===== config.mk =====
export PLATFORM = sky130hd
export DESIGN_NAME = cfg_guard_ctrl
export DESIGN_NICKNAME = d
export VERILOG_FILES = /design/src/rtl/cfg_guard_pkg.sv /design/src/rtl/cfg_chan_bank.sv /design/src/rtl/cfg_save_seq.sv /design/src/rtl/cfg_err_stat.sv /design/src/rtl/cfg_guard_ctrl.sv
export SDC_FILE = /design/constraint.sdc
export NUM_CORES = 1
export LEC_CHECK = 0
export ABC_AREA = 1
export CORE_ASPECT_RATIO = 1.25
export CORE_UTILIZATION = 45
export CTS_CLUSTER_SIZE = 14
export DETAILED_ROUTE_END_ITERATION = 10
export GPL_TIMING_DRIVEN = 0
export SLEW_MARGIN = 40
export SYNTH_ARGS = -nofsm -noshare
export SYNTH_HDL_FRONTEND = slang
export SYNTH_HIERARCHICAL = 1
export SYNTH_SLANG_ARGS = --single-unit

===== constraint.sdc =====
create_clock -name clk -period 3 [get_ports clk]
set_input_delay 0.9 -clock clk [delete_from_list [all_inputs] [get_ports clk]]
set_output_delay 0.9 -clock clk [all_outputs]
set_load 0.02 [all_outputs]

===== src/rtl/cfg_guard_pkg.sv =====
// Shared constants and types for the configuration protection controller.
// Assumes an 8-bit register address and a 16-bit error word layout.
package cfg_guard_pkg;

    localparam int ADDR_W = 8;

    // Command / status register addresses
    localparam logic [ADDR_W-1:0] ADDR_LOCK    = 8'h10;
    localparam logic [ADDR_W-1:0] ADDR_SAVE    = 8'h11;
    localparam logic [ADDR_W-1:0] ADDR_RESTORE = 8'h12;
    localparam logic [ADDR_W-1:0] ADDR_ERR     = 8'h13;

    // Channel setting field selector (address bits 3:2)
    typedef enum logic [1:0] {
        FLD_MODE   = 2'd0,
        FLD_OFFSET = 2'd1,
        FLD_GAIN   = 2'd2
    } cfg_field_e;

    // Save sequencer states
    typedef enum logic [1:0] {
        SV_IDLE = 2'd0,
        SV_BUSY = 2'd1,
        SV_DONE = 2'd2
    } save_state_e;

    // Error bits fed by outside events, and the bit for a refused restore
    localparam logic [15:0] ERR_EXT_MASK = 16'h2A07;
    localparam int          ERR_LOCK_BIT = 12;

endpackage


===== src/rtl/cfg_chan_bank.sv =====
// Per-channel mode/offset/gain storage.
// A restore pulse forces a channel back to its defaults and wins over a
// same-cycle host write. Assumes wr_ch/wr_fld are already qualified.
module cfg_chan_bank
    import cfg_guard_pkg::*;
#(
    parameter int                NUM_CH     = 4,
    parameter int                DATA_W     = 16,
    parameter logic [DATA_W-1:0] DEF_MODE   = '0,
    parameter logic [DATA_W-1:0] DEF_OFFSET = '0,
    parameter logic [DATA_W-1:0] DEF_GAIN   = 16'h03E8
) (
    input  logic                          clk,
    input  logic                          rst_n,
    input  logic                          wr_en,
    input  logic [1:0]                    wr_ch,
    input  logic [1:0]                    wr_fld,
    input  logic [DATA_W-1:0]             wr_data,
    input  logic [NUM_CH-1:0]             restore,
    output logic [NUM_CH-1:0][DATA_W-1:0] mode_q,
    output logic [NUM_CH-1:0][DATA_W-1:0] offset_q,
    output logic [NUM_CH-1:0][DATA_W-1:0] gain_q
);

    genvar c;
    generate
        for (c = 0; c < NUM_CH; c++) begin : g_ch
            localparam logic [1:0] CH_ID = 2'(c);
            logic sel;
            assign sel = wr_en && (wr_ch == CH_ID);

            // Hold one channel's settings; reset/restore load defaults
            always_ff @(posedge clk) begin
                if (!rst_n || restore[c]) begin
                    mode_q[c]   <= DEF_MODE;
                    offset_q[c] <= DEF_OFFSET;
                    gain_q[c]   <= DEF_GAIN;
                end else if (sel) begin
                    case (wr_fld)
                        FLD_MODE:   mode_q[c]   <= wr_data;
                        FLD_OFFSET: offset_q[c] <= wr_data;
                        FLD_GAIN:   gain_q[c]   <= wr_data;
                        default:    ;
                    endcase
                end
            end
        end
    endgenerate

endmodule


===== src/rtl/cfg_save_seq.sv =====
// Keyed save sequencer. Only the key starts a save; the request is held
// until the store reports done; commands during a save are ignored.
// Assumes nv_done is only meaningful while the request is high.
module cfg_save_seq
    import cfg_guard_pkg::*;
#(
    parameter int                DATA_W   = 16,
    parameter logic [DATA_W-1:0] SAVE_KEY = 16'h5678
) (
    input  logic              clk,
    input  logic              rst_n,
    input  logic              cmd_wr,
    input  logic [DATA_W-1:0] cmd_data,
    input  logic              nv_done,
    output logic              nv_req,
    output logic [DATA_W-1:0] view
);

    save_state_e st;

    // Advance the save state on commands and completion
    always_ff @(posedge clk) begin
        if (!rst_n) begin
            st <= SV_IDLE;
        end else begin
            case (st)
                SV_BUSY: if (nv_done) st <= SV_DONE;
                default: if (cmd_wr)  st <= (cmd_data == SAVE_KEY) ? SV_BUSY : SV_IDLE;
            endcase
        end
    end

    // Present the command register value seen by the host
    always_comb begin
        case (st)
            SV_BUSY: view = SAVE_KEY;
            SV_DONE: view = '1;
            default: view = '0;
        endcase
    end

    assign nv_req = (st == SV_BUSY);

endmodule


===== src/rtl/cfg_err_stat.sv =====
// Sticky error word. Events set bits, the host clears them by writing ones,
// and a set wins over a same-cycle clear. Undefined bits never latch.
module cfg_err_stat
    import cfg_guard_pkg::*;
#(
    parameter int DATA_W = 16
) (
    input  logic              clk,
    input  logic              rst_n,
    input  logic [DATA_W-1:0] ext_evt,
    input  logic              lock_hit,
    input  logic              clr_wr,
    input  logic [DATA_W-1:0] clr_data,
    output logic [DATA_W-1:0] err_q
);

    localparam logic [DATA_W-1:0] LOCK_VEC = DATA_W'(1) << ERR_LOCK_BIT;

    logic [DATA_W-1:0] set_v;
    logic [DATA_W-1:0] clr_v;

    // Gather this cycle's set and clear vectors
    always_comb begin
        set_v = (ext_evt & DATA_W'(ERR_EXT_MASK)) | (lock_hit ? LOCK_VEC : '0);
        clr_v = clr_wr ? clr_data : '0;
    end

    // Update the sticky error bits
    always_ff @(posedge clk) begin
        if (!rst_n) err_q <= '0;
        else        err_q <= (err_q & ~clr_v) | set_v;
    end

endmodule


===== src/rtl/cfg_guard_ctrl.sv =====
// Top of the configuration protection controller: address decode, lock
// flag, self-clearing restore command and read multiplexer.
// Assumes NUM_CH <= 4 and a 16-bit data path for the error layout.
module cfg_guard_ctrl
    import cfg_guard_pkg::*;
#(
    parameter int                NUM_CH     = 4,
    parameter int                DATA_W     = 16,
    parameter logic [DATA_W-1:0] DEF_MODE   = '0,
    parameter logic [DATA_W-1:0] DEF_OFFSET = '0,
    parameter logic [DATA_W-1:0] DEF_GAIN   = 16'h03E8,
    parameter logic [DATA_W-1:0] SAVE_KEY   = 16'h5678
) (
    input  logic              clk,
    input  logic              rst_n,
    input  logic [ADDR_W-1:0] bus_addr,
    input  logic              bus_we,
    input  logic [DATA_W-1:0] bus_wdata,
    output logic [DATA_W-1:0] bus_rdata,
    input  logic [DATA_W-1:0] err_evt,
    output logic              nv_save_req,
    input  logic              nv_save_done
);

    logic                          lock_q;
    logic [NUM_CH-1:0]             rst_pend;
    logic [NUM_CH-1:0][DATA_W-1:0] mode_q;
    logic [NUM_CH-1:0][DATA_W-1:0] offset_q;
    logic [NUM_CH-1:0][DATA_W-1:0] gain_q;
    logic [DATA_W-1:0]             save_view;
    logic [DATA_W-1:0]             err_q;

    logic cfg_hit, cfg_wr, lock_wr, save_wr, rest_wr, err_wr, lock_hit;

    // Decode the bus access
    always_comb begin
        cfg_hit  = (bus_addr[7:4] == 4'h0) && (bus_addr[3:2] != 2'd3)
                   && (int'(bus_addr[1:0]) < NUM_CH);
        cfg_wr   = bus_we && cfg_hit && !lock_q;
        lock_wr  = bus_we && (bus_addr == ADDR_LOCK);
        save_wr  = bus_we && (bus_addr == ADDR_SAVE);
        rest_wr  = bus_we && (bus_addr == ADDR_RESTORE);
        err_wr   = bus_we && (bus_addr == ADDR_ERR);
        lock_hit = rest_wr && lock_q && (|bus_wdata[NUM_CH-1:0]);
    end

    // Lock flag register
    always_ff @(posedge clk) begin
        if (!rst_n)       lock_q <= 1'b0;
        else if (lock_wr) lock_q <= bus_wdata[0];
    end

    // Restore command: accepted only when unlocked, lives for one cycle
    always_ff @(posedge clk) begin
        if (!rst_n)                  rst_pend <= '0;
        else if (rest_wr && !lock_q) rst_pend <= bus_wdata[NUM_CH-1:0];
        else                         rst_pend <= '0;
    end

    cfg_chan_bank #(
        .NUM_CH    (NUM_CH),
        .DATA_W    (DATA_W),
        .DEF_MODE  (DEF_MODE),
        .DEF_OFFSET(DEF_OFFSET),
        .DEF_GAIN  (DEF_GAIN)
    ) u_bank (
        .clk     (clk),
        .rst_n   (rst_n),
        .wr_en   (cfg_wr),
        .wr_ch   (bus_addr[1:0]),
        .wr_fld  (bus_addr[3:2]),
        .wr_data (bus_wdata),
        .restore (rst_pend),
        .mode_q  (mode_q),
        .offset_q(offset_q),
        .gain_q  (gain_q)
    );

    cfg_save_seq #(
        .DATA_W  (DATA_W),
        .SAVE_KEY(SAVE_KEY)
    ) u_save (
        .clk     (clk),
        .rst_n   (rst_n),
        .cmd_wr  (save_wr),
        .cmd_data(bus_wdata),
        .nv_done (nv_save_done),
        .nv_req  (nv_save_req),
        .view    (save_view)
    );

    cfg_err_stat #(
        .DATA_W(DATA_W)
    ) u_err (
        .clk     (clk),
        .rst_n   (rst_n),
        .ext_evt (err_evt),
        .lock_hit(lock_hit),
        .clr_wr  (err_wr),
        .clr_data(bus_wdata),
        .err_q   (err_q)
    );

    // Select the read data for the addressed register
    always_comb begin
        bus_rdata = '0;
        case (bus_addr)
            ADDR_LOCK:    bus_rdata = DATA_W'(lock_q);
            ADDR_SAVE:    bus_rdata = save_view;
            ADDR_RESTORE: bus_rdata = DATA_W'(rst_pend);
            ADDR_ERR:     bus_rdata = err_q;
            default: begin
                for (int c = 0; c < NUM_CH; c++) begin
                    if (cfg_hit && (int'(bus_addr[1:0]) == c)) begin
                        case (bus_addr[3:2])
                            FLD_MODE:   bus_rdata = mode_q[c];
                            FLD_OFFSET: bus_rdata = offset_q[c];
                            default:    bus_rdata = gain_q[c];
                        endcase
                    end
                end
            end
        endcase
    end

endmodule


==> results.py <==
metrics = {
    "cts": {
        "cts_tree": "built",
        "holdBufCountCts": 0,
        "clock-root-buffer": "clkbuf_16",
        "cts_buffers": 24,
        "clock_sinks": 215,
        "htreeDepth": 1,
        "clock_latency_ns": 0.53,
        "clock_path_buffers": 3,
        "clk_pin_slew_ns": 0.06,
    },
    "place": {
        "dp_hpwl_mm": 27.4,
        "globalplace.congestion": 0.961,
        "io_buffers": 50,
        "place_area_um2": 11600,
    },
    "sta": {
        "rsz0062_at_grt": "yes",
        "fin_worst_skew_ns": 0.00963,
        "fmax_mhz": 327,
        "slew_headroom_pct": 45.4,
        "setup_tns_ns": -0.174,
        "period_minus_slack_ns": 3.06,
        "slew_viol_final": 0,
        "worst_pin_slew_ns": 0.818,
        "hold_violations": 0,
        "fin_crit_sh_pct": 102,
        "setup_ws_ns": -0.0574,
        "setup_viol": 10,
    },
    "routing": {
        "postRouteAntennaNets": 0,
        "first_pass_iters": 5,
        "totalWireLength_mm": 40.5,
        "viasPerCell": 5.22,
        "vias": 11300,
        "wire_per_inst_um": 18.7,
        "remaining_drc_errors": 0,
        "drt_iter0_drc": 1096,
    },
    "floorplan": {
        "die_area_um2": 24400,
        "initial_core_util_pct": 46.3,
        "rows": 62,
        "fp.dieW_um": 140,
        "coreArea_um2": 23100,
        "ios": 61,
        "fp.dieH_um": 174,
    },
    "grt": {
        "grt_pass1_vias": 10600,
        "grt_max_degree": 14,
        "grt_antenna_before_repair": 1,
        "grt_first_pass_wirelength_mm": 61.0,
        "grt_overflow": 0,
        "grtUsageTotal_pct": 33.0,
    },
    "logic_synthesis": {
        "ys.flop_type": "dfxtp_1",
        "synth_cell_types": 28,
        "synth-edff-count": 0,
        "syn_avg_cell_area_um2": 6.08,
        "syn-num-nets": 1804,
        "async_flop_share_pct": 0,
        "yosysSeqAreaShare_pct": 40.2,
        "yosysWarningCount": 6,
        "syn_area_um2": 10700,
        "ys_ff_latch": 215,
        "postSynthCellCount": 1758,
    },
    "cells_and_area": {
        "layout.nets": 1909,
        "drive_gt1_share_pct": 21.0,
        "area_growth_pct": 31.6,
        "num-fill-cells": 2236,
        "finish.utilization_pct": 60.9,
        "final_area_um2": 14100,
    },
    "worst_setup_path": {
        "crit_path_start": "bus_addr[3]",
        "required_ns": 2.10,
        "end_kind": "output port",
        "cp_max_fo": 11,
        "worstPathCellList": "buf_12, inv_6, buf_12, buf_12, nand3_1, nand3_2, nand2_4, nand2_4, nor2_4, nand3_1, buf_4",
        "crit_type": "input port to output port",
        "startpoint_type": "input port",
        "reg2reg_from": "lock_q",
        "arrival_ns": 2.16,
        "max_stage_delay_ns": 0.17,
        "critPathSlowestCell": "buf_4",
        "crit_top_cell": "buf_12",
    },
    "status": {
        "status": "finished with violations",
        "violations": "negative setup slack",
    },
    "power": {
        "cellPowerDensity_nw_per_um2": 461,
        "irDropWorstVdd_mv": 0.459,
        "power_w": 0.00648,
        "leakage_nw": 6.63,
    },
    "run": {
        "maxCapViolCount": 0,
    },
    "min_path": {
        "min_path_type": "flip-flop to flip-flop",
        "hp-start": "u_err/err_q[5]",
    },
}
-- layout by cell type, fill, tap and decap left out, types with 2 or more instances in the layout --
cell type        count
buf_12               8
nand3_1            127
nand2_1            555
bufinv_16            2
nor2_1             382
nand4_1             28
nand3_4              9
nand2_4             32
ha_1                 2
clkbuf_1            15
a21oi_1             16
clkbuf_8             7
nand2_2             43
nor2_4              45
buf_2               39
buf_6               34
buf_4               37
nor2_2              31
clkdlybuf4s50_1     26
clkbuf_16           32
buf_8               11
nand3_2             42
clkinv_1             4
inv_1               93
inv_2                5
clkbuf_2             8
buf_1               14
dfxtp_1            215
-- cell type report --
class                   instances  area [um^2]  area share, %
clock buffers                  34          709           5.04
inverters                     104          403           2.86
repair buffers                 80          920           6.54
multi-input cells            1320         6400           45.5
flip-flops and latches        215         4300           30.6
clock inverters                 5         81.3          0.578
well taps                     288          360           2.56
plain buffers                 118          886           6.30
diodes                          1         2.50         0.0178
-- per-layer routing --
| metal | up-vias | track usage [%] | part of all wire, % |
|---|---|---|---|
| met4 | 0 | 14.9 | 4.7 |
| li1 | 5575 | - | - |
| met2 | 399 | 55.2 | 47 |
| met1 | 5240 | 42.2 | 42 |
| met3 | 95 | 3.99 | 6.6 |
| met5 | - | 0 | 0 |
-- per-stage QoR --
stage          std cells  setup slack (ns)  hold WS (ns)
2_1_floorplan       1758             0.167         0.412
3_3_place_gp        2096             -1.69         0.420
3_5_place_dp        2096             -1.68         0.422
4_1_cts             2159            -0.102         0.432
5_1_grt             2164           -0.0768         0.462
6_report            2165           -0.0574         0.435
-- flip-flops by register name (all words and copies together) (netlist names) --
name             count
lock_q               1
rst_pend             4
u_bank/gain_q       64
u_bank/mode_q       64
u_bank/offset_q     64
u_err/err_q         16
u_save/st            2
-- logic make-up after synthesis --
logic type,after synthesis,synth area share [%]
fa+ha+maj,2,0.234
buf+inv,223,9.52
compound gates,19,0.971
flops,215,40.2
simple gates,1299,49.0
-- synthesized netlist by cell type (2+ instances only) --
master	instances	area, um^2
nand4_1	28	175
buf_4	23	173
ha_1	2	25.0
clkbuf_1	24	90.1
buf_2	55	275
nand3_1	177	886
nor3_1	2	10.0
nor2_4	3	33.8
dfxtp_1	215	4300
buf_1	14	52.6
buf_6	2	22.5
inv_1	98	368
nand2_1	628	2360
clkinv_1	5	18.8
nor2_2	8	50.1
a21oi_1	16	80.1
nor2_1	447	1680
-- report_power, final --
part	leakage, nW	total, W	switching [W]	internal, W
Clock	0.385	0.00301	0.00121	0.00180
Sequential	1.73	0.00287	0.00000617	0.00287
Combinational	4.51	0.000602	0.000394	0.000207
Total	6.63	0.00648	0.00161	0.00487
-- final timing paths --
check,end,slack (ns),cells past startpoint
max,bus_rdata[11],-0.06,11
min,u_err/err_q[5],0.43,2
max reg2reg,u_bank/mode_q[59],1.00,7
min reg2reg,u_err/err_q[5],0.43,2
-- worst max-delay path, delay by kind of cell --
kind | cells | cell delay, ns
and+or+nand+nor | 6 | 0.62
buffers and inverters | 5 | 0.63
-- timing repair --
action                     CTS  global route
gates resized for setup    388           134
gates cloned                 6             4
setup endpoints to repair  185           103
setup buffers               18             1
pin swaps                   86            65
(Power assumes the default switching activity.)
